`config.mk`:
```
export PLATFORM = sky130hd
export DESIGN_NAME = cop_issue_interlock
export DESIGN_NICKNAME = d
export VERILOG_FILES = /design/src/rtl/cpi_pkg.sv /design/src/rtl/cpi_standby_reg.sv /design/src/rtl/cpi_busy_track.sv /design/src/rtl/cpi_issue_decide.sv /design/src/rtl/cop_issue_interlock.sv
export SDC_FILE = /design/constraint.sdc
export NUM_CORES = 1
export LEC_CHECK = 0
export BUFFER_PORTS_ARGS = -buffer_cell sky130_fd_sc_hd__buf_2
export CORE_AREA = 2 2 39 41
export DETAILED_ROUTE_END_ITERATION = 8
export DIE_AREA = 0 0 41 43
export GPL_TIMING_DRIVEN = 0
export MAX_ROUTING_LAYER = met4
export PLACE_DENSITY_LB_ADDON = 0.05
export SYNTH_ARGS = -nofsm -noshare
export SYNTH_HDL_FRONTEND = slang
export SYNTH_HIERARCHICAL = 1
export SYNTH_SLANG_ARGS = --single-unit
```
`constraint.sdc`:
```
create_clock -name clk -period 2.3 [get_ports clk]
set_clock_uncertainty 0.05 [all_clocks]
set_input_delay 0.69 -clock clk [delete_from_list [all_inputs] [get_ports clk]]
set_output_delay 0.69 -clock clk [all_outputs]
set_load 0.01 [all_outputs]
```
`src/rtl/cpi_pkg.sv`:
```
package cpi_pkg;

  typedef enum logic [1:0] {
    CLS_INT    = 2'd0,
    CLS_FPLOC  = 2'd1,
    CLS_FPSYNC = 2'd2,
    CLS_COPINT = 2'd3
  } cls_e;

  localparam int SBY_BIT = 1;

  function automatic logic cls_uses_cop(logic [1:0] c);
    return c != CLS_INT;
  endfunction

  function automatic logic cls_needs_sync(logic [1:0] c);
    return c == CLS_FPSYNC || c == CLS_COPINT;
  endfunction

endpackage

```
`src/rtl/cpi_standby_reg.sv`:
```
module cpi_standby_reg #(
  parameter int DW = 8
) (
  input  logic          clk,
  input  logic          rst_n,
  input  logic          we,
  input  logic [DW-1:0] wdata,
  output logic          standby
);
  import cpi_pkg::*;

  logic unused_wdata;
  assign unused_wdata = ^wdata;

  always_ff @(posedge clk) begin
    if (!rst_n)  standby <= 1'b0;
    else if (we) standby <= wdata[SBY_BIT];
  end

  AST_STANDBY_TAKES_WRITE: assert property (@(posedge clk) disable iff (!rst_n)
    we |=> standby == $past(wdata[SBY_BIT]));
  AST_STANDBY_KEEPS: assert property (@(posedge clk) disable iff (!rst_n)
    !we |=> $stable(standby));

endmodule

```
`src/rtl/cpi_busy_track.sv`:
```
module cpi_busy_track #(
  parameter int LAT_W = 4
) (
  input  logic             clk,
  input  logic             rst_n,
  input  logic             load,
  input  logic [LAT_W-1:0] load_lat,
  input  logic             load_sync,
  output logic             busy,
  output logic             sync_hold
);
  logic [LAT_W-1:0] remain;
  logic             last_cycle;

  assign busy       = remain != '0;
  assign last_cycle = remain == LAT_W'(1);

  always_ff @(posedge clk) begin
    if (!rst_n) begin
      remain    <= '0;
      sync_hold <= 1'b0;
    end else if (load) begin
      remain    <= load_lat;
      sync_hold <= load_sync && (load_lat != '0);
    end else if (busy) begin
      remain <= remain - LAT_W'(1);
      if (last_cycle) sync_hold <= 1'b0;
    end
  end

  AST_LOAD_SETS_COUNT: assert property (@(posedge clk) disable iff (!rst_n)
    load |=> remain == $past(load_lat));
  AST_COUNT_DOWN: assert property (@(posedge clk) disable iff (!rst_n)
    busy && !load |=> remain == $past(remain) - LAT_W'(1));
  AST_HOLD_NEEDS_BUSY: assert property (@(posedge clk) disable iff (!rst_n)
    sync_hold |-> busy);

endmodule

```
`src/rtl/cpi_issue_decide.sv`:
```
module cpi_issue_decide (
  input  logic       clk,
  input  logic       rst_n,
  input  logic       valid,
  input  logic [1:0] cls,
  input  logic       standby,
  input  logic       busy,
  input  logic       sync_hold,
  output logic       ready,
  output logic       stall,
  output logic       dispatch,
  output logic       illegal,
  output logic       wants_sync
);
  import cpi_pkg::*;

  logic uses_cop;
  logic cop_live;
  logic waits_cop;

  always_comb begin
    uses_cop   = cls_uses_cop(cls);
    wants_sync = cls_needs_sync(cls);
    cop_live   = uses_cop && !standby;
    waits_cop  = busy && (sync_hold || cop_live);
    ready      = !waits_cop;
    stall      = valid && waits_cop;
    dispatch   = valid && ready && cop_live;
    illegal    = valid && ready && uses_cop && standby;
  end

  AST_NO_DISPATCH_WHILE_BUSY: assert property (@(posedge clk) disable iff (!rst_n)
    dispatch |-> !busy);
  AST_TRAP_NOT_SENT: assert property (@(posedge clk) disable iff (!rst_n)
    !(dispatch && illegal));
  AST_SYNC_BLOCKS_ALL: assert property (@(posedge clk) disable iff (!rst_n)
    sync_hold |-> !ready);
  AST_INT_OVERLAPS: assert property (@(posedge clk) disable iff (!rst_n)
    valid && cls == CLS_INT && !sync_hold |-> ready && !dispatch && !illegal);
  AST_STANDBY_NO_DISPATCH: assert property (@(posedge clk) disable iff (!rst_n)
    standby |-> !dispatch);

endmodule

```
`src/rtl/cop_issue_interlock.sv`:
```
module cop_issue_interlock #(
  parameter int LAT_W = 4,
  parameter int SBY_W = 8
) (
  input  logic             clk,
  input  logic             rst_n,
  input  logic             iss_valid,
  input  logic [1:0]       iss_class,
  input  logic [LAT_W-1:0] iss_lat,
  output logic             iss_ready,
  output logic             stall,
  output logic             cop_dispatch,
  output logic             cop_busy,
  output logic             illegal_req,
  input  logic             sby_we,
  input  logic [SBY_W-1:0] sby_wdata
);
  logic standby_q;
  logic busy_w;
  logic hold_w;
  logic sync_w;

  cpi_standby_reg #(.DW(SBY_W)) u_sby (
    .clk(clk), .rst_n(rst_n), .we(sby_we), .wdata(sby_wdata), .standby(standby_q)
  );

  cpi_issue_decide u_dec (
    .clk(clk), .rst_n(rst_n), .valid(iss_valid), .cls(iss_class),
    .standby(standby_q), .busy(busy_w), .sync_hold(hold_w),
    .ready(iss_ready), .stall(stall), .dispatch(cop_dispatch),
    .illegal(illegal_req), .wants_sync(sync_w)
  );

  cpi_busy_track #(.LAT_W(LAT_W)) u_trk (
    .clk(clk), .rst_n(rst_n), .load(cop_dispatch), .load_lat(iss_lat),
    .load_sync(sync_w), .busy(busy_w), .sync_hold(hold_w)
  );

  assign cop_busy = busy_w;

  AST_STALL_IS_NOT_READY: assert property (@(posedge clk) disable iff (!rst_n)
    stall == (iss_valid && !iss_ready));
  AST_TRAP_KEEPS_BUSY: assert property (@(posedge clk) disable iff (!rst_n)
    illegal_req && !cop_busy |=> !cop_busy);

endmodule

```
==> results of run 1 <==
## worst max-delay path, stage by stage (launching register included)
cell      delay (ns)
dfxtp_2         0.33
inv_2           0.07
ha_1            0.16
nor3b_4         0.21
inv_2           0.09
a211oi_2        0.21
buf_2           0.16
## synthesized netlist by cell type
master	number	area [um2]
nand2b_1	1	6.26
o21ai_0	4	20.0
nor3_1	1	5.00
o211a_1	1	10.0
and2_1	1	6.26
nand3b_1	1	7.51
ha_1	3	37.5
dfxtp_1	6	120
or4b_2	1	10.0
mux2i_1	1	10.0
a211oi_1	1	7.51
o31ai_1	2	15.0
or4_1	2	15.0
nor2b_1	1	6.26
clkbuf_1	1	3.75
a21boi_0	1	7.51
nand2_1	2	7.51
a211o_1	1	8.76
a21boi_1	1	7.51
inv_1	4	15.0
o21ba_1	1	10.0
xnor2_1	2	17.5
nor3b_1	1	7.51
buf_2	1	5.00
mux2_2	1	11.3
nand3_1	3	15.0
## area by class of cell
cell class / count / area, um2
clock buffers: 3 / 22.5
multi-input cells: 33 / 270
plain buffers: 2 / 8.76
inverters: 4 / 15.0
flip-flops and latches: 6 / 123
well taps: 16 / 20.0
repair buffers: 18 / 97.6
fillers: 158 / 827
## worst max path at each step
stage	from	endpoint	slack (ns)	depth (start not counted)
2_1_floorplan	u_trk/remain[0]$_SDFFE_PN0P_	illegal_req	0.14	5
3_3_place_gp	u_trk/remain[0]$_SDFFE_PN0P_	cop_dispatch	-0.02	6
3_5_place_dp	u_trk/remain[0]$_SDFFE_PN0P_	cop_dispatch	0.01	6
4_1_cts	u_trk/remain[1]$_SDFFE_PN0P_	cop_dispatch	0.01	6
5_1_grt	u_trk/remain[0]$_SDFFE_PN0P_	illegal_req	-0.03	6
6_report	u_trk/remain[0]$_SDFFE_PN0P_	illegal_req	0.08	6
## metrics by stage
stage                     cell area, um2   util  TNS, ns  setup slack, ns  total power [mW]
after floorplan                      398      -        0            0.139             0.401
after global placement               493  0.356  -0.0321          -0.0205             0.494
after detailed placement             493  0.356        0           0.0111             0.489
after CTS                            529  0.382        0           0.0143             0.634
after global routing                 557  0.402  -0.0396          -0.0275             0.720
final                                557  0.402        0           0.0787             0.660
## routing by layer
layer  track usage  vias to the layer above  wire (um)
met5             -                        -          0
met4         0.100                        0          0
met3        0.0314                        0         49
met2         0.184                       12        491
met1         0.139                      188        389
li1              -                      207          -
## power by group
| group | switching (mW) | internal, mW |
|---|---|---|
| combinational | 0.178 | 0.206 |
| clock | 0.0368 | 0.0589 |
| sequential | 0.0396 | 0.141 |
| total | 0.254 | 0.406 |
## state kept, by name, indices dropped and copies added, names as in the netlist
name and flops:
u_sby/standby 1, u_trk/sync_hold 1, u_trk/remain 4
## what timing repair did
action	4_1_cts	5_1_grt
gates resized for setup	3	5
setup endpoints to repair	5	2
gates cloned	0	0
buffers inserted	1	2
## layout by cell type (no fill, tap or decap), drive strengths merged
| cell type | count |
|---|---|
| a211o | 1 |
| a211oi | 1 |
| a21boi | 2 |
| and2 | 1 |
| buf | 19 |
| clkbuf | 4 |
| dfxtp | 6 |
| ha | 3 |
| inv | 4 |
| mux2 | 1 |
| mux2i | 1 |
| nand2 | 2 |
| nand2b | 1 |
| nand3 | 3 |
| nand3b | 1 |
| nor2b | 1 |
| nor3 | 1 |
| nor3b | 1 |
| o211a | 1 |
| o21ai | 4 |
| o21ba | 1 |
| o31ai | 2 |
| or4 | 2 |
| or4b | 1 |
| xnor2 | 2 |
## cells by family after synthesis
family	count (synthesis)
AO/OA/AOI/OAI	12
XOR/XNOR	2
buffers and inverters	6
flip-flops	6
adder cells (fa/ha/maj)	3
AND/OR/NAND/NOR	14
multiplexers	2
==> metrics, run 1 <==
routability cong.=around 0.62; post-synthesis instance area=393 um2; Synth Area in Simple Gates=0.220; Worst setup SP type=flop; Final min period=about 2.2 ns; final setup fails=0; Longest Clk Path Bufs=2; clk slew on worst S/H paths=0.05 ns; hpwl dp=695 um; Max H-tree Level=1; Fin. Hold Viols=0; largest net degree at the start of global routing=10; global route total overflow=0; diodes inserted=0; clk sinks=6; Die Wd=41 um; Vias=407; die height=around 43 um; Worst EP arrival=1.48 ns; Clock Latency Late Sink=0.24 ns; Worst Hold Launch=u_trk/sync_hold$_SDFFE_PN0P_; initial antenna violation count=0; sequential-to-total area share from yosys stat=0.306; mux share of post-synthesis cell area=0.0541; period utilization=0.966; die area=1760 um2; crit-path max FO=5; fmax=450 MHz; Fin Hold WS=0.509 ns; required time worst endpoint=1.56 ns; Final ANT Viol Nets=0; cts bufs inserted=3; number of global-route vias before repair=between 300 and 400; GRT Total Usage=0.127; Starting Density=0.284; post-route insts no fill=between 80 and 90; synth unique cells=26; pwr/cell area=1190 nW/um2; syn_nets=between 60 and 70; Slew HR=0.740; final WL=929 um; Mean Syn Cell Area=8.73 um2; Root Buffer=clkbuf_4; proportion of layout cells with a drive suffix above 1=0.485; Worst R2R Start=u_trk/remain[0]$_SDFFE_PN0P_; Nets=89; synthesized flop and latch total=6; peak supply drop=around 380 uV; status=completed; Post-Synth XOR/XNOR Area=0.0446; Least-Margin Pin Slew=0.386 ns; DRT iter0 DRCs=0; CTS tree=built; cells on worst reg2reg path=8; Vias per Instance=about 5.0; YS warnings=6; Crit. End Element=output port; Tightest Hold Check Type=reg2reg; Synth Area in Adders=0.0955; Placed Cells incl. Taps=76; max_cap viols=0; 1st-pass router iterations=1; compound-gate portion of the synthesized area=0.220; core footprint=1380 um2; Min-Delay Endpoint=u_trk/sync_hold$_SDFFE_PN0P_; Hold-fix buffers, CTS=0; Wirelength per Cell=11.3 um; Syn-to-layout area delta=41.7%; total leakage power=0.255 nW; r2r endpoint=u_trk/remain[2]$_SDFFE_PN0P_; Hold Crit Depth=2; # DRC=0; Row Count=14; main combinational cell family by area after synthesis=compound AO/OA/AOI/OAI gates; crit path kind=reg2out; Ports=23; final max-slew violation count=0; Mapped Cells=45; PortBufs=15; reg2reg setup slack=0.63 ns; first-pass GRT wire length=about 1400 um
Note: power is estimated with default switching activity, not from simulation.
==> inputs of run 2 (changes only) <==
--- a/config.mk
+++ b/config.mk
@@ -6,9 +6,9 @@
 export NUM_CORES = 1
 export LEC_CHECK = 0
 export BUFFER_PORTS_ARGS = -buffer_cell sky130_fd_sc_hd__buf_2
-export CORE_AREA = 2 2 39 41
+export CORE_AREA = 3 3 40 42
 export DETAILED_ROUTE_END_ITERATION = 8
-export DIE_AREA = 0 0 41 43
+export DIE_AREA = 0 0 43 45
 export GPL_TIMING_DRIVEN = 0
 export MAX_ROUTING_LAYER = met4
 export PLACE_DENSITY_LB_ADDON = 0.05
==> metrics, run 2 (synthesized netlist as in run 1, its figures left out) <==
status=completed (unchanged); core footprint=1280 um2 (was 1380 um2); Placed Area=492 um2 (was 493 um2); crit-path cells=inv_2, ha_2, nor3b_4, inv_2, a211oi_2, buf_2 (was inv_2, ha_1, nor3b_4, inv_2, a211oi_2, buf_2); first-pass GRT wire length=1660 um (was 1450 um); # DRC=0 (unchanged); Row Count=13 (was 14); Reg area=121 um2 (was 123 um2); global route total overflow=0 (unchanged); Final min period=2.23 ns (was 2.22 ns); required time worst endpoint=1.56 ns (about the same); Vias=405 (was 407); final WL=1100 um (was 929 um); Vias per Instance=4.94 (was 4.96); largest reg by FF count=u_trk/remain (unchanged); total leakage power=0.258 nW (was 0.255 nW); pwr/cell area=1240 nW/um2 (was 1190 nW/um2); 1st-pass router iterations=4 (was 1); number of global-route vias before repair=367 (was 372); CTS tree=built (unchanged); die area=1940 um2 (was 1760 um2); Final ANT Viol Nets=0 (unchanged); clk sinks=6 (unchanged); most common cell after layout, fill and taps aside=buf_2 (unchanged); diodes inserted=0 (unchanged); area occupied by multi-input gates=279 um2 (was 270 um2); initial antenna violation count=0 (unchanged); Core Util, Final=0.444 (was 0.402); Max H-tree Level=1 (unchanged); final max-slew violation count=0 (unchanged); cts bufs inserted=3 (unchanged); final setup fails=0 (unchanged); max_cap viols=0 (unchanged); most frequent cells in the layout=16 x buf_2, 5 x dfxtp_1, 4 x o21ai_0, 4 x buf_4 (was 16 x buf_2, 4 x o21ai_0, 4 x dfxtp_1); crit-path max FO=5 (unchanged); largest net degree at the start of global routing=10 (unchanged); Worst EP arrival=1.49 ns (was 1.48 ns); Root Buffer=clkbuf_4 (unchanged); clk slew on worst S/H paths=0.05 ns (about the same); fin area=571 um2 (was 557 um2); Hold-fix buffers, CTS=0 (unchanged); hpwl dp=736 um (was 695 um); Top Registers=u_trk/remain x4, u_sby/standby x1, u_trk/sync_hold x1 (unchanged); period utilization=0.970 (was 0.966); Wirelength per Cell=13.4 um (was 11.3 um); routability cong.=0.639 (was 0.621); Fin. Hold Viols=0 (unchanged); DRT iter0 DRCs=4 (was 0); peak supply drop=408 uV (was 377 uV); Power Total=710 uW (was 660 uW); Worst setup SP type=flop (unchanged); Fillers=136 (was 158); Fin Hold WS=0.506 ns (was 0.509 ns); Syn-to-layout area delta=45.2% (was 41.7%); flip-flop count of the largest register after layout=4 (unchanged); crit path kind=reg2out (unchanged); PortBufs=15 (unchanged); Nets=90 (was 89); Clock Latency Late Sink=0.25 ns (was 0.24 ns); Ports=23 (unchanged); Slew HR=0.661 (was 0.740); Longest Clk Path Bufs=2 (unchanged); fmax=448 MHz (was 450 MHz); Starting Density=0.306 (was 0.284); Crit. End Element=output port (unchanged); die height=45 um (was 43 um); Tightest Hold Check Type=reg2reg (unchanged); CP max-delay cell=dfxtp_2 (unchanged); max incr delay on CP=0.33 ns (about the same); GRT Total Usage=0.126 (was 0.127); Die Wd=43 um (was 41 um); Least-Margin Pin Slew=0.503 ns (was 0.386 ns); most frequent cell on the critical path=inv_2 (unchanged); proportion of layout cells with a drive suffix above 1=0.493 (was 0.485)
-- run 2: cell types whose count changed in the layout (fill, tap and decap cells not counted), sizes merged --
cell	previous run	this run
buf	19	20
-- run 2: per-stage QoR --
stage | cells | setup slack [ns] | setup TNS, ns
6_report | 82 | 0.0680 | 0
5_1_grt | 82 | -0.0452 | -0.0452
4_1_cts | 79 | 0.00473 | 0
3_5_place_dp | 75 | 0.0311 | 0
3_3_place_gp | 75 | 0.0412 | 0
2_1_floorplan | 45 | 0.139 | 0
-- run 2: final timing paths --
check                                from                      endpoint  slack [ns]  cells after the start
max          u_trk/remain[0]$_SDFFE_PN0P_                   illegal_req        0.07                      6
min          u_trk/sync_hold$_SDFFE_PN0P_  u_trk/sync_hold$_SDFFE_PN0P_        0.51                      2
max reg2reg  u_trk/remain[1]$_SDFFE_PN0P_  u_trk/remain[3]$_SDFFE_PN0P_        0.68                      8
min reg2reg  u_trk/sync_hold$_SDFFE_PN0P_  u_trk/sync_hold$_SDFFE_PN0P_        0.51                      2
-- run 2: what timing repair did --
item / CTS / global route
setup endpoints to repair: 4 / 2
gates resized for setup: 3 / 6
pin swaps: 0 / 2
setup buffers: 1 / 3
-- run 2: routing by layer --
metal	part of all wire	vias to the layer above	global-route usage
li1	-	206	-
met1	0.45	187	0.171
met2	0.49	10	0.156
met3	0.044	2	0.0359
met4	0.0091	0	0.0904
met5	0	-	-
-- run 2: where the power goes --
part           total (mW)  switching (mW)  internal, mW
Combinational       0.427           0.205         0.221
Sequential          0.179          0.0397         0.139
Clock               0.105          0.0451        0.0595
Total               0.710           0.290         0.420
-- run 2: cell type report --
class,count,area share
well taps,15,0.0329
inverters,4,0.0263
repair buffers,19,0.184
plain buffers,2,0.0154
flip-flops and latches,6,0.213
clock buffers,3,0.0395
multi-input cells,33,0.489
-- run 2: critical path, delay by kind of cell (launching register included) --
family | cells | cell delay, ns
and+or+nand+nor | 1 | 0.21
DFF | 1 | 0.33
AOI/OAI and AO/OA | 1 | 0.19
adders and majority gates | 1 | 0.18
buffers and inverters | 3 | 0.33
